`src/rtl/tamper_pkg.sv`:
```
package tamper_pkg;
  localparam int unsigned FILT_W = 2;
  localparam int unsigned CNT_W  = 2 ** FILT_W;

  typedef enum logic {
    MODE_EDGE  = 1'b0,
    MODE_LEVEL = 1'b1
  } tamper_mode_e;
endpackage

```
`src/rtl/tamper_sync.sv`:
```
module tamper_sync #(
  parameter int unsigned STAGES = 2
) (
  input  logic clk_i,
  input  logic rst_ni,
  input  logic d_i,
  output logic q_o
);
  logic [STAGES-1:0] stage_q;

  generate
    if (STAGES == 1) begin : g_one
      always_ff @(posedge clk_i or negedge rst_ni) begin
        if (!rst_ni) stage_q <= '0;
        else         stage_q <= d_i;
      end
    end else begin : g_chain
      always_ff @(posedge clk_i or negedge rst_ni) begin
        if (!rst_ni) stage_q <= '0;
        else         stage_q <= {stage_q[STAGES-2:0], d_i};
      end
    end
  endgenerate

  assign q_o = stage_q[STAGES-1];

  // output is the input delayed by STAGES clocks
  a_r10_sync_delay: assert property (@(posedge clk_i) disable iff (!rst_ni)
    $rose(stage_q[0]) |-> !q_o || (STAGES == 1));
endmodule

```
`src/rtl/tamper_qual.sv`:
```
module tamper_qual
  import tamper_pkg::*;
(
  input  logic              clk_i,
  input  logic              rst_ni,
  input  logic              pin_s_i,
  input  logic              sample_i,
  input  logic              enable_i,
  input  logic              trig_i,
  input  logic [FILT_W-1:0] filt_i,
  output logic              evt_o
);
  tamper_mode_e     mode;
  logic             prev_q;
  logic             edge_hit;
  logic             active_lvl;
  logic [CNT_W-1:0] need;
  logic [CNT_W-1:0] cnt_q;
  logic [CNT_W-1:0] cnt_inc;
  logic             run_done;
  logic             lvl_hit;

  assign mode = (filt_i == '0) ? MODE_EDGE : MODE_LEVEL;

  // previous synchronised level, tracked regardless of enable
  always_ff @(posedge clk_i or negedge rst_ni) begin
    if (!rst_ni) prev_q <= 1'b0;
    else         prev_q <= pin_s_i;
  end

  // trig 0: rising, trig 1: falling
  assign edge_hit = trig_i ? (prev_q & ~pin_s_i) : (~prev_q & pin_s_i);

  // level mode: trig 0 active low, trig 1 active high
  assign active_lvl = (pin_s_i == trig_i);
  assign need       = CNT_W'(1) << filt_i;
  assign cnt_inc    = cnt_q + CNT_W'(1);
  assign run_done   = (cnt_inc >= need);

  always_ff @(posedge clk_i or negedge rst_ni) begin
    if (!rst_ni) begin
      cnt_q <= '0;
    end else if (!enable_i || mode == MODE_EDGE) begin
      cnt_q <= '0;
    end else if (sample_i) begin
      if (!active_lvl)      cnt_q <= '0;
      else if (cnt_q < need) cnt_q <= cnt_inc;
    end
  end

  assign lvl_hit = sample_i & active_lvl & run_done;

  always_comb begin
    evt_o = 1'b0;
    if (enable_i) begin
      unique case (mode)
        MODE_EDGE:  evt_o = edge_hit;
        MODE_LEVEL: evt_o = lvl_hit;
        default:    evt_o = 1'b0;
      endcase
    end
  end

  a_r2_no_evt_when_off: assert property (@(posedge clk_i) disable iff (!rst_ni)
    !enable_i |-> !evt_o);
  a_r7_cnt_bound: assert property (@(posedge clk_i) disable iff (!rst_ni)
    cnt_q <= need || $changed(filt_i));
  a_r7_break_resets: assert property (@(posedge clk_i) disable iff (!rst_ni)
    (sample_i && !active_lvl) |=> cnt_q == '0);
  a_r3_edge_needs_change: assert property (@(posedge clk_i) disable iff (!rst_ni)
    (evt_o && mode == MODE_EDGE) |-> pin_s_i != prev_q);
endmodule

```
`src/rtl/tamper_flag.sv`:
```
module tamper_flag (
  input  logic clk_i,
  input  logic rst_ni,
  input  logic evt_i,
  input  logic clear_i,
  input  logic irq_en_i,
  output logic flag_o,
  output logic irq_o
);
  logic flag_q;

  // event beats clear
  always_ff @(posedge clk_i or negedge rst_ni) begin
    if (!rst_ni)      flag_q <= 1'b0;
    else if (evt_i)   flag_q <= 1'b1;
    else if (clear_i) flag_q <= 1'b0;
  end

  assign flag_o = flag_q;
  assign irq_o  = flag_q & irq_en_i;

  a_r8_set_on_evt: assert property (@(posedge clk_i) disable iff (!rst_ni)
    evt_i |=> flag_o);
  a_r8_sticky: assert property (@(posedge clk_i) disable iff (!rst_ni)
    (flag_o && !clear_i) |=> flag_o);
  a_r8_clear: assert property (@(posedge clk_i) disable iff (!rst_ni)
    (clear_i && !evt_i) |=> !flag_o);
  a_r9_irq_masked: assert property (@(posedge clk_i) disable iff (!rst_ni)
    irq_o |-> (flag_o && irq_en_i));
endmodule

```
`src/rtl/tamper_detect.sv`:
```
module tamper_detect
  import tamper_pkg::*;
#(
  parameter int unsigned SYNC_STAGES = 2
) (
  input  logic              clk_i,
  input  logic              rst_ni,
  input  logic              pin_i,
  input  logic              sample_i,
  input  logic              enable_i,
  input  logic              trig_i,
  input  logic [FILT_W-1:0] filt_i,
  input  logic              irq_en_i,
  input  logic              clear_i,
  output logic              flag_o,
  output logic              irq_o
);
  logic pin_s;
  logic evt;

  tamper_sync #(.STAGES(SYNC_STAGES)) u_sync (
    .clk_i  (clk_i),
    .rst_ni (rst_ni),
    .d_i    (pin_i),
    .q_o    (pin_s)
  );

  tamper_qual u_qual (
    .clk_i    (clk_i),
    .rst_ni   (rst_ni),
    .pin_s_i  (pin_s),
    .sample_i (sample_i),
    .enable_i (enable_i),
    .trig_i   (trig_i),
    .filt_i   (filt_i),
    .evt_o    (evt)
  );

  tamper_flag u_flag (
    .clk_i    (clk_i),
    .rst_ni   (rst_ni),
    .evt_i    (evt),
    .clear_i  (clear_i),
    .irq_en_i (irq_en_i),
    .flag_o   (flag_o),
    .irq_o    (irq_o)
  );

  a_r2_flag_hold_off: assert property (@(posedge clk_i) disable iff (!rst_ni)
    (!enable_i && !clear_i) |=> $stable(flag_o));
  a_r9_flag_needs_en: assert property (@(posedge clk_i) disable iff (!rst_ni)
    $rose(flag_o) |-> $past(enable_i));
endmodule

```
`config.mk`:
```
export PLATFORM = sky130hd
export DESIGN_NAME = tamper_detect
export DESIGN_NICKNAME = d
export VERILOG_FILES = /design/src/rtl/tamper_pkg.sv /design/src/rtl/tamper_sync.sv /design/src/rtl/tamper_qual.sv /design/src/rtl/tamper_flag.sv /design/src/rtl/tamper_detect.sv
export SDC_FILE = /design/constraint.sdc
export NUM_CORES = 1
export LEC_CHECK = 0
export ABC_AREA = 0
export BUFFER_PORTS_ARGS = -buffer_cell sky130_fd_sc_hd__buf_2
export CAP_MARGIN = 20
export CORE_AREA = 2 2 39 41
export CTS_CLUSTER_SIZE = 28
export DETAILED_ROUTE_END_ITERATION = 10
export DIE_AREA = 0 0 41 43
export PLACE_DENSITY = 0.68
export REMOVE_ABC_BUFFERS = 1
export SLEW_MARGIN = 20
export SYNTH_ARGS = -nofsm -noshare
export SYNTH_HDL_FRONTEND = slang
export SYNTH_SLANG_ARGS = --single-unit
export TNS_END_PERCENT = 1
```
`constraint.sdc`:
```
create_clock -name clk_i -period 2.7 [get_ports clk_i]
set_clock_uncertainty 0.2 [all_clocks]
set_input_delay 0.27 -clock clk_i [delete_from_list [all_inputs] [get_ports clk_i]]
set_output_delay 0.27 -clock clk_i [all_outputs]
set_load 0.1 [all_outputs]
```
# == After elaboration in Yosys (flattened, before gate mapping) ==
# Index checks and enable logic that the tools add are counted.
# op_classes
n_addsub,1
magnitude_cmp,2
eq_ne,2
shift,1
muxes,10
bitwise_logic,7
n_reduce_logical,6
# op_table
op,n
two-way mux 4 bit,4
bitwise AND 1 bit,5
two-way mux 1 bit,5
adder 4 x 1 -> 4 bit (second input constant),1
greater-or-equal comparator 4 bit,1
< comparator 4 bit,1
nonzero test 2 bit,2
<< shifter 1 x 2 -> 4 bit (first input constant),1
inequality test 3 bit (second input constant),1
logical NOT 2 bit,1
inverter 1 bit,2
one-hot mux 1 bit (2 select lines),1
AND reduction 2 bit,1
equality test 1 bit,1
logical NOT 1 bit,1
logical OR 1 bit,1
# totals
register_bits,8
inputBits,10
out_inout_bits,2
wordCells,33

# == Longest topological paths before layout ==
# Gate-level depths: netlist of the first run.
# logic_depth
ltp_word,6
mapped_depth,6
mapped_depth_nobuf,6

# == Cells and area by module ==
# From an unflattened synthesis of the first run, not the netlist that was laid out.
# hier_totals
hier_cells,56
area_unflattened_um2,595.6
# by_module_without_submodules
module,n_inst,cells_per_inst,area_per_inst_um2,seq_area_each_um2
tamper_qual,1,50,503.0,125.1
tamper_sync,1,2,50.0,50.0
tamper_flag,1,4,42.5,25.0

# == Least setup slack after synthesis of the first run ==
# No wires, ideal clock.
# synth_timing
kind,register to output
start,"register u_flag.flag_q, in the netlist u_flag.flag_o"
end,output irq_o
arrival_time_ps,1771
t_required_ps,2230
path_slack_ps,459
stages_incl_launch_ff,2
cell_sequence,dfrtp_1 and2_1
# synth_via
elab_chain_cells,1
# synth_lines
item,line_no,source
start: declaration,tamper_flag.sv:10,logic flag_q;
start signal: assignment,tamper_flag.sv:14,if (!rst_ni) flag_q <= 1'b0;
start signal: assignment,tamper_flag.sv:15,else if (evt_i) flag_q <= 1'b1;
start signal: assignment,tamper_flag.sv:16,else if (clear_i) flag_q <= 1'b0;
bitwise AND 1 bit,tamper_flag.sv:20,assign irq_o = flag_q & irq_en_i;
end: declaration,tamper_detect.sv:16,output logic irq_o
# Every way passes these cells.

# == Worst setup path in the final report of the first run ==
# layout_timing
start,register u_qual.cnt_q[0]
end,"register u_flag.flag_q, in the netlist u_flag.flag_o"
# layout_via
elab_chain_cells,6
elab_cells_between_ends,7
classes_between,1 x add/sub; 1 x order compare; 3 x mux; 1 x bitwise; 1 x reduce/logical
# layout_lines
item,line_no,source
start: declaration,tamper_qual.sv:18,logic [CNT_W-1:0] cnt_q;
start signal: assignment,tamper_qual.sv:47,else if (cnt_q < need) cnt_q <= cnt_inc;
adder 4 x 1 -> 4 bit *,tamper_qual.sv:37,assign cnt_inc = cnt_q + CNT_W'(1);
greater-or-equal comparator 4 bit *,tamper_qual.sv:38,assign run_done = (cnt_inc >= need);
bitwise AND 1 bit *,tamper_qual.sv:51,assign lvl_hit = sample_i & active_lvl & run_done;
one-hot mux 1 bit (2 select lines) *,tamper_qual.sv:56,unique case (mode)
two-way mux 1 bit *,tamper_qual.sv:55,if (enable_i) begin
two-way mux 1 bit or nonzero test 2 bit (tied branches),-,
# Mark *: on every way between the ends. The rest lies on a longest branch, timed or not.
# A chain may end at the register's enable or synchronous reset.

==> flow_summary.yaml, run 1 <==
run_status:
  outcome: "complete, no violations"
min_path:
  min_path_cells: 2
  hold_class: "in2reg"
synth:
  synth_mux_area_frac: 0
  syn-instance-count: 59
  yosys.cell_types.count: 26
  synth-adder-area-share: 0.197
  yosysWarningCount: 0
  yosys.area.top_type_share: 0.351
  mappedNetlistArea_um2: 571
  synth_top_family_by_area: "simple AND/OR/NAND/NOR gates"
  synth-seq-cells: 8
  cell_type_with_the_largest_total_area_after_synthesis: "sky130_fd_sc_hd__dfrtp_1"
  synth_compound_gate_area_share: 0.175
  synth-seq-area-share: 0.351
  synth_area_leaders: "sky130_fd_sc_hd__dfrtp_1 (35%), sky130_fd_sc_hd__ha_1 (20%), sky130_fd_sc_hd__a21oi_1 (3.5%)"
  post_synth_xor_area_fraction: 0.0461
  yosys.area_share.simple: 0.204
  postSynthAreaPerCell_um2: 9.67
cells_and_area:
  most_common_library_cell_in_the_layout_ignoring_fill_and_taps: "sky130_fd_sc_hd__buf_2"
  drive_above_1_share: 0.213
  antenna_cells_inserted: 0
  final_design_area_no_fill_um2: 688
  nNetsFinal: 96
  mostFrequentLayoutCells: "sky130_fd_sc_hd__buf_2 (11), sky130_fd_sc_hd__ha_1 (9), sky130_fd_sc_hd__dfrtp_1 (8)"
  synthToLayoutAreaGrowth_pct: 20.6
cts:
  ctsRootBufferMaster: "sky130_fd_sc_hd__clkbuf_4"
  cts_made_buffers: 3
  clock_path_buffers: 2
  post_cts_gate_resize_count: 0
  post-cts-setup-buffer-count: 0
  cts_sinks: 8
  clkSlewWorstSetupHoldPaths_ns: 0.05
  cts.htree.levels: 1
  cts_tree: "built"
  clkLatencyLatePin_ns: 0.25
global_routing:
  grt.total_usage: 0.162
  grt_max_degree: 9
  grt_pass1_wl_um: 1910
  grt.overflow.total: 0
  grt_pass1_vias: 473
  groute.layer.met2.usage: 0.263
  grt.busiest_layer: "met2"
  met3_usage_grt: 0.0314
  grt_antenna_before_repair: 0
  met1_usage: 0.193
sta:
  max_slew_margin: 0.679
  min_period_over_period: 0.747
  timing_hold_violations_final: 0
  final_period_minus_worst_setup_slack_ns: 2.02
  slew_violations: 0
  worst-slew-pin-transition_ns: 0.484
  unrepaired_setup_endpoints_after_global_routing: "no"
  sum_of_negative_setup_slack_ns: 0
  max_clock_freq_ghz: 0.496
  setup_viol_count_final: 0
routing:
  postRouteAntennaNets: 0
  remaining_drc_errors: 0
  finalWirelength_um: 1160
  drt_first_pass_iters: 4
  detail_route.vias_per_cell: 5.49
  drt-initial-drc-count: 11
  vias: 500
  routedWlPerCell_um: 12.7
die:
  die_height_um: 43
  core-area_um2: 1380
  dieArea_um2: 1760
  floorplan.initialDensity: 0.412
  rows: 14
  die_width_um: 41
  design.portCount: 12
setup_path:
  critical-path-slowest-cell: "sky130_fd_sc_hd__dfrtp_1"
  path_depth: 6
  critPathMaxFanout: 5
  critical_path.cell_chain: "ha_1 > ha_1 > a21boi_0 > o211ai_1 > a21oi_1 > a311o_1"
  critical_path_arrival_ns: 1.95
  path_buf_inv: 0
  critical_path.max_stage_delay_ns: 0.43
  critical_path.startpoint_type: "flip-flop"
  r2r_cells: 6
  timing.critical_path.required_ns: 2.63
  worst-setup-path-type: "reg2reg"
  timing.critical_path.to_type: "flip-flop"
  critical_path.most_common_cell: "sky130_fd_sc_hd__ha_1"
  crit_family: "compound AO/OA/AOI/OAI gates"
place:
  count_of_input_and_output_buffers: 11
  gp_congestion: 0.820
  placed_area_um2: 646
  dp_hpwl_um: 928
run:
  max_cap_violations: 0
pwr:
  worst_ir_drop_vdd_mv: 0.171
  standby_leakage_power_nw: 0.333
  power_density_normalized_to_cell_area_nw_per_um2: 404
## per-stage QoR
| stage | cells | power, mW | util | hold WS (ns) | setup WS (ns) |
|---|---|---|---|---|---|
| 6_report | 91 | 0.278 | 0.497 | 0.0871 | 0.683 |
| 3_3_place_gp | 86 | 0.188 | 0.467 | -0.0823 | 0.673 |
| 3_5_place_dp | 86 | 0.189 | 0.467 | -0.0810 | 0.631 |
| 4_1_cts | 91 | 0.280 | 0.497 | 0.0872 | 0.676 |
| 2_1_floorplan | 59 | 0.170 | - | -0.226 | 0.459 |
| 5_1_grt | 91 | 0.298 | 0.497 | 0.0787 | 0.574 |
## timing repair
action / CTS / global route
endpoints found under the hold margin: 9 / 0
hold buffers: 2 / 0
setup endpoints to repair: 0 / 0
## synthesized netlist by cell type
cell type and instances:
sky130_fd_sc_hd__o211ai_1 1, sky130_fd_sc_hd__xnor2_1 1, sky130_fd_sc_hd__o21ai_1 1, sky130_fd_sc_hd__nand3_1 2
sky130_fd_sc_hd__dfrtp_1 8, sky130_fd_sc_hd__or4_1 2, sky130_fd_sc_hd__o311ai_0 1, sky130_fd_sc_hd__or2b_2 1
sky130_fd_sc_hd__or2b_1 2, sky130_fd_sc_hd__o22ai_1 1, sky130_fd_sc_hd__nor2b_1 1, sky130_fd_sc_hd__nand2b_1 2
sky130_fd_sc_hd__nor3_1 1, sky130_fd_sc_hd__ha_1 9, sky130_fd_sc_hd__o21ai_0 2, sky130_fd_sc_hd__xor2_1 2
sky130_fd_sc_hd__nor2_1 4, sky130_fd_sc_hd__or3b_4 1, sky130_fd_sc_hd__a21oi_1 4, sky130_fd_sc_hd__nand2_1 3
sky130_fd_sc_hd__a21boi_0 1, sky130_fd_sc_hd__a311o_1 1, sky130_fd_sc_hd__o31ai_1 1, sky130_fd_sc_hd__inv_1 4
sky130_fd_sc_hd__and2_1 1, sky130_fd_sc_hd__o2bb2ai_1 2
## layout make-up
cell class                 count  area (µm²)
sequential                     8         200
multi-input combinational     47         355
inverter                       4        15.0
fill                         135         696
timing repair buffer          13        75.1
tap                           16        20.0
clock buffer                   3        22.5
## flip-flops by register name (all words and copies together), names as in the netlist
signal          count
u_flag.flag_o       1
u_qual.cnt_q        4
u_qual.prev_q       1
u_sync.stage_q      2
## cells by family (layout without fill, tap and decap cells)
logic type      after synthesis  in the layout
flops                         8              8
simple gates                 20             20
fa+ha+maj                     9              9
xor+xnor                      3              3
compound gates               15             15
buf+inv                       4             20
## power breakdown
group	internal, mW	total, mW	switching (mW)
sequential	0.125	0.128	0.00325
combinational	0.0215	0.0615	0.0400
clock	0.0507	0.0884	0.0377
total	0.197	0.278	0.0810
## worst reg2reg max path: cells and delay by family, from the launching register on
kind,cells,cell delay (ns)
AO/OA/AOI/OAI,4,0.66
adder cells (fa/ha/maj),2,0.61
flip-flops,1,0.43
## final timing paths
| kind | end | start | slack (ns) |
|---|---|---|---|
| max | u_flag.flag_o | u_qual.cnt_q[0] | 0.68 |
| min | u_flag.flag_o | enable_i | 0.09 |
| max reg2reg | u_flag.flag_o | u_qual.cnt_q[0] | 0.68 |
| min reg2reg | u_sync.stage_q[1] | u_sync.stage_q[0] | 0.16 |
| max in group asynchronous | u_qual.cnt_q[2] | rst_ni | 1.94 |
| min in group asynchronous | u_qual.cnt_q[3] | rst_ni | 0.19 |
## routing by layer
metal,vias to the layer above,routed length (µm)
met1,237,510
li1,247,-
met2,16,597
met4,0,0
met5,-,0
met3,0,46
No activity file was read; power rests on OpenSTA's default activity.
==> run 2: changes to the inputs <==
--- a/config.mk
+++ b/config.mk
@@ -12,7 +12,7 @@
 export CTS_CLUSTER_SIZE = 28
 export DETAILED_ROUTE_END_ITERATION = 10
 export DIE_AREA = 0 0 41 43
-export PLACE_DENSITY = 0.68
+export PLACE_DENSITY = 0.71
 export REMOVE_ABC_BUFFERS = 1
 export SLEW_MARGIN = 20
 export SYNTH_ARGS = -nofsm -noshare
==> constraint.sdc (replaced) <==
create_clock -name clk_i -period 1.7 [get_ports clk_i]
set_clock_uncertainty 0.2 [all_clocks]
set_input_delay 0.17 -clock clk_i [delete_from_list [all_inputs] [get_ports clk_i]]
set_output_delay 0.17 -clock clk_i [all_outputs]
set_load 0.1 [all_outputs]
==> run 2 against run 1 <==
The flow now finishes with violations (setup timing). Cell area grew 30%. Critical path depth unchanged. Count of clock-buffer cells in the layout is the same. Setup slack got worse by 0.87 ns. Sequential cell count unchanged. Fmax increased by 6.7%. Clock power is 71% higher. Sequential power grew 58%. Total power increased by 78%. Highest routed layer is now met4.
==> flow_summary.yaml, run 2 (synthesis gave the netlist of run 1 again) <==
run_status:
  outcome: "finished with violations"
  violations: "setup timing"
setup_path:
  critical_path_arrival_ns: 1.84
  critPathMaxFanout: 2
  critical_path.max_stage_delay_ns: 0.41
  timing.critical_path.required_ns: 1.65
  critical_path.most_common_cell: "sky130_fd_sc_hd__ha_4"
  worst-setup-path-type: "reg2reg"
  critical-path-slowest-cell: "sky130_fd_sc_hd__dfrtp_1"
  critical_path.cell_chain: "ha_4 > ha_4 > a21boi_1 > o211ai_1 > a21oi_1 > a311o_1"
  critical_path.startpoint_type: "flip-flop"
  crit_family: "compound AO/OA/AOI/OAI gates"
  path_buf_inv: 0
  timing.critical_path.to_type: "flip-flop"
sta:
  timing_hold_violations_final: 0
  worst_hold_slack_ns: 0.0561
  min_period_over_period: 1.11
  unrepaired_setup_endpoints_after_global_routing: "yes"
  worst_slack_ns: -0.191
  max_slew_margin: 0.679
  slew_violations: 0
  worst-slew-pin-transition_ns: 0.484
  setup_viol_count_final: 5
  final_period_minus_worst_setup_slack_ns: 1.89
  max_clock_freq_ghz: 0.529
cells_and_area:
  area_taken_by_flip_flops_and_latches_um2: 200
  multiInputGateArea_um2: 414
  largest_registers: "u_qual.cnt_q (4), u_sync.stage_q (2)"
  max_flop_register: "u_qual.cnt_q"
  most_common_library_cell_in_the_layout_ignoring_fill_and_taps: "sky130_fd_sc_hd__buf_4"
  nNetsFinal: 114
  final_design_area_no_fill_um2: 892
  largest_register_ffs: 4
  mostFrequentLayoutCells: "sky130_fd_sc_hd__buf_4 (15), sky130_fd_sc_hd__buf_2 (11), sky130_fd_sc_hd__dfrtp_1 (8)"
  antenna_cells_inserted: 0
  synthToLayoutAreaGrowth_pct: 56.4
  drive_above_1_share: 0.441
  num-fill-cells: 113
place:
  count_of_input_and_output_buffers: 11
  dp_hpwl_um: 1120
  placed_area_um2: 758
  gp_congestion: 0.837
cts:
  cts_sinks: 8
  clkSlewWorstSetupHoldPaths_ns: 0.06
  clkLatencyLatePin_ns: 0.26
  clock_path_buffers: 2
  ctsRootBufferMaster: "sky130_fd_sc_hd__clkbuf_4"
  cts_tree: "built"
  cts.htree.levels: 1
  cts_made_buffers: 3
die:
  rows: 14
  design.portCount: 12
  dieArea_um2: 1760
  die_height_um: 43
  floorplan.initialDensity: 0.412
  core-area_um2: 1380
  die_width_um: 41
global_routing:
  grt_antenna_before_repair: 0
  grt.overflow.total: 0
  grt_max_degree: 9
  grt_pass1_wl_um: 2330
  grt.total_usage: 0.207
  grt_pass1_vias: 542
routing:
  vias: 573
  drt-initial-drc-count: 13
  routedWlPerCell_um: 14.7
  finalWirelength_um: 1600
  detail_route.vias_per_cell: 5.26
  remaining_drc_errors: 0
  drt_first_pass_iters: 4
  postRouteAntennaNets: 0
pwr:
  power_density_normalized_to_cell_area_nw_per_um2: 555
  worst_ir_drop_vdd_mv: 0.288
  standby_leakage_power_nw: 0.433
min_path:
  hold_class: "in2reg"
run:
  max_cap_violations: 0
==> run 2: final timing paths <==
check | start | endpoint | slack (ns) | cells past startpoint
setup reg to reg | u_qual.cnt_q[1] | u_flag.flag_o | -0.19 | 6
max in group asynchronous | rst_ni | u_qual.cnt_q[1] | 1.03 | 2
hold / removal | sample_i | u_qual.cnt_q[2] | 0.06 | 4
setup / recovery | u_qual.cnt_q[1] | u_flag.flag_o | -0.19 | 6
hold reg to reg | u_sync.stage_q[0] | u_sync.stage_q[1] | 0.15 | 0
min in group asynchronous | rst_ni | u_qual.prev_q | 0.08 | 2
==> run 2: repair_timing <==
action	CTS	global route
setup endpoints to repair	5	5
gates resized for setup	7	8
endpoints found under the hold margin	10	0
pin swaps	5	5
setup buffers	1	1
hold buffers	3	0
==> run 2: tightest hold or removal path: stages <==
cell	delay (ns)
sky130_fd_sc_hd__buf_2	0.10
sky130_fd_sc_hd__nor2_1	0.07
sky130_fd_sc_hd__nand2_1	0.07
sky130_fd_sc_hd__nand3_1	0.06
==> run 2: cell type report <==
class / instances / area share
Inverter: 4 / 0.0168
Sequential cell: 8 / 0.224
Tap cell: 16 / 0.0224
Clock buffer: 3 / 0.0252
Multi-Input combinational cell: 47 / 0.464
Timing Repair Buffer: 31 / 0.247
==> run 2: per-layer routing <==
metal	global-route usage	up-vias	routed length, µm
li1	-	288	-
met1	0.200	255	646
met2	0.353	22	841
met3	0.0681	8	62
met4	0.120	0	50
met5	0	-	0
==> run 2: per-stage QoR <==
step | setup TNS [ns] | setup WS [ns] | util | total power, mW | std cells
after detailed placement | -0.912 | -0.225 | 0.548 | 0.324 | 101
after floorplan | -0.731 | -0.441 | - | 0.269 | 59
after global routing | -1.03 | -0.271 | 0.645 | 0.523 | 109
final | -0.612 | -0.191 | 0.645 | 0.495 | 109
after global placement | -0.877 | -0.213 | 0.548 | 0.320 | 101
after CTS | -0.559 | -0.177 | 0.604 | 0.488 | 108
==> run 2: power by group <==
part | internal (mW) | switching, mW
Clock | 0.0811 | 0.0695
Combinational | 0.0632 | 0.0789
Sequential | 0.198 | 0.00431
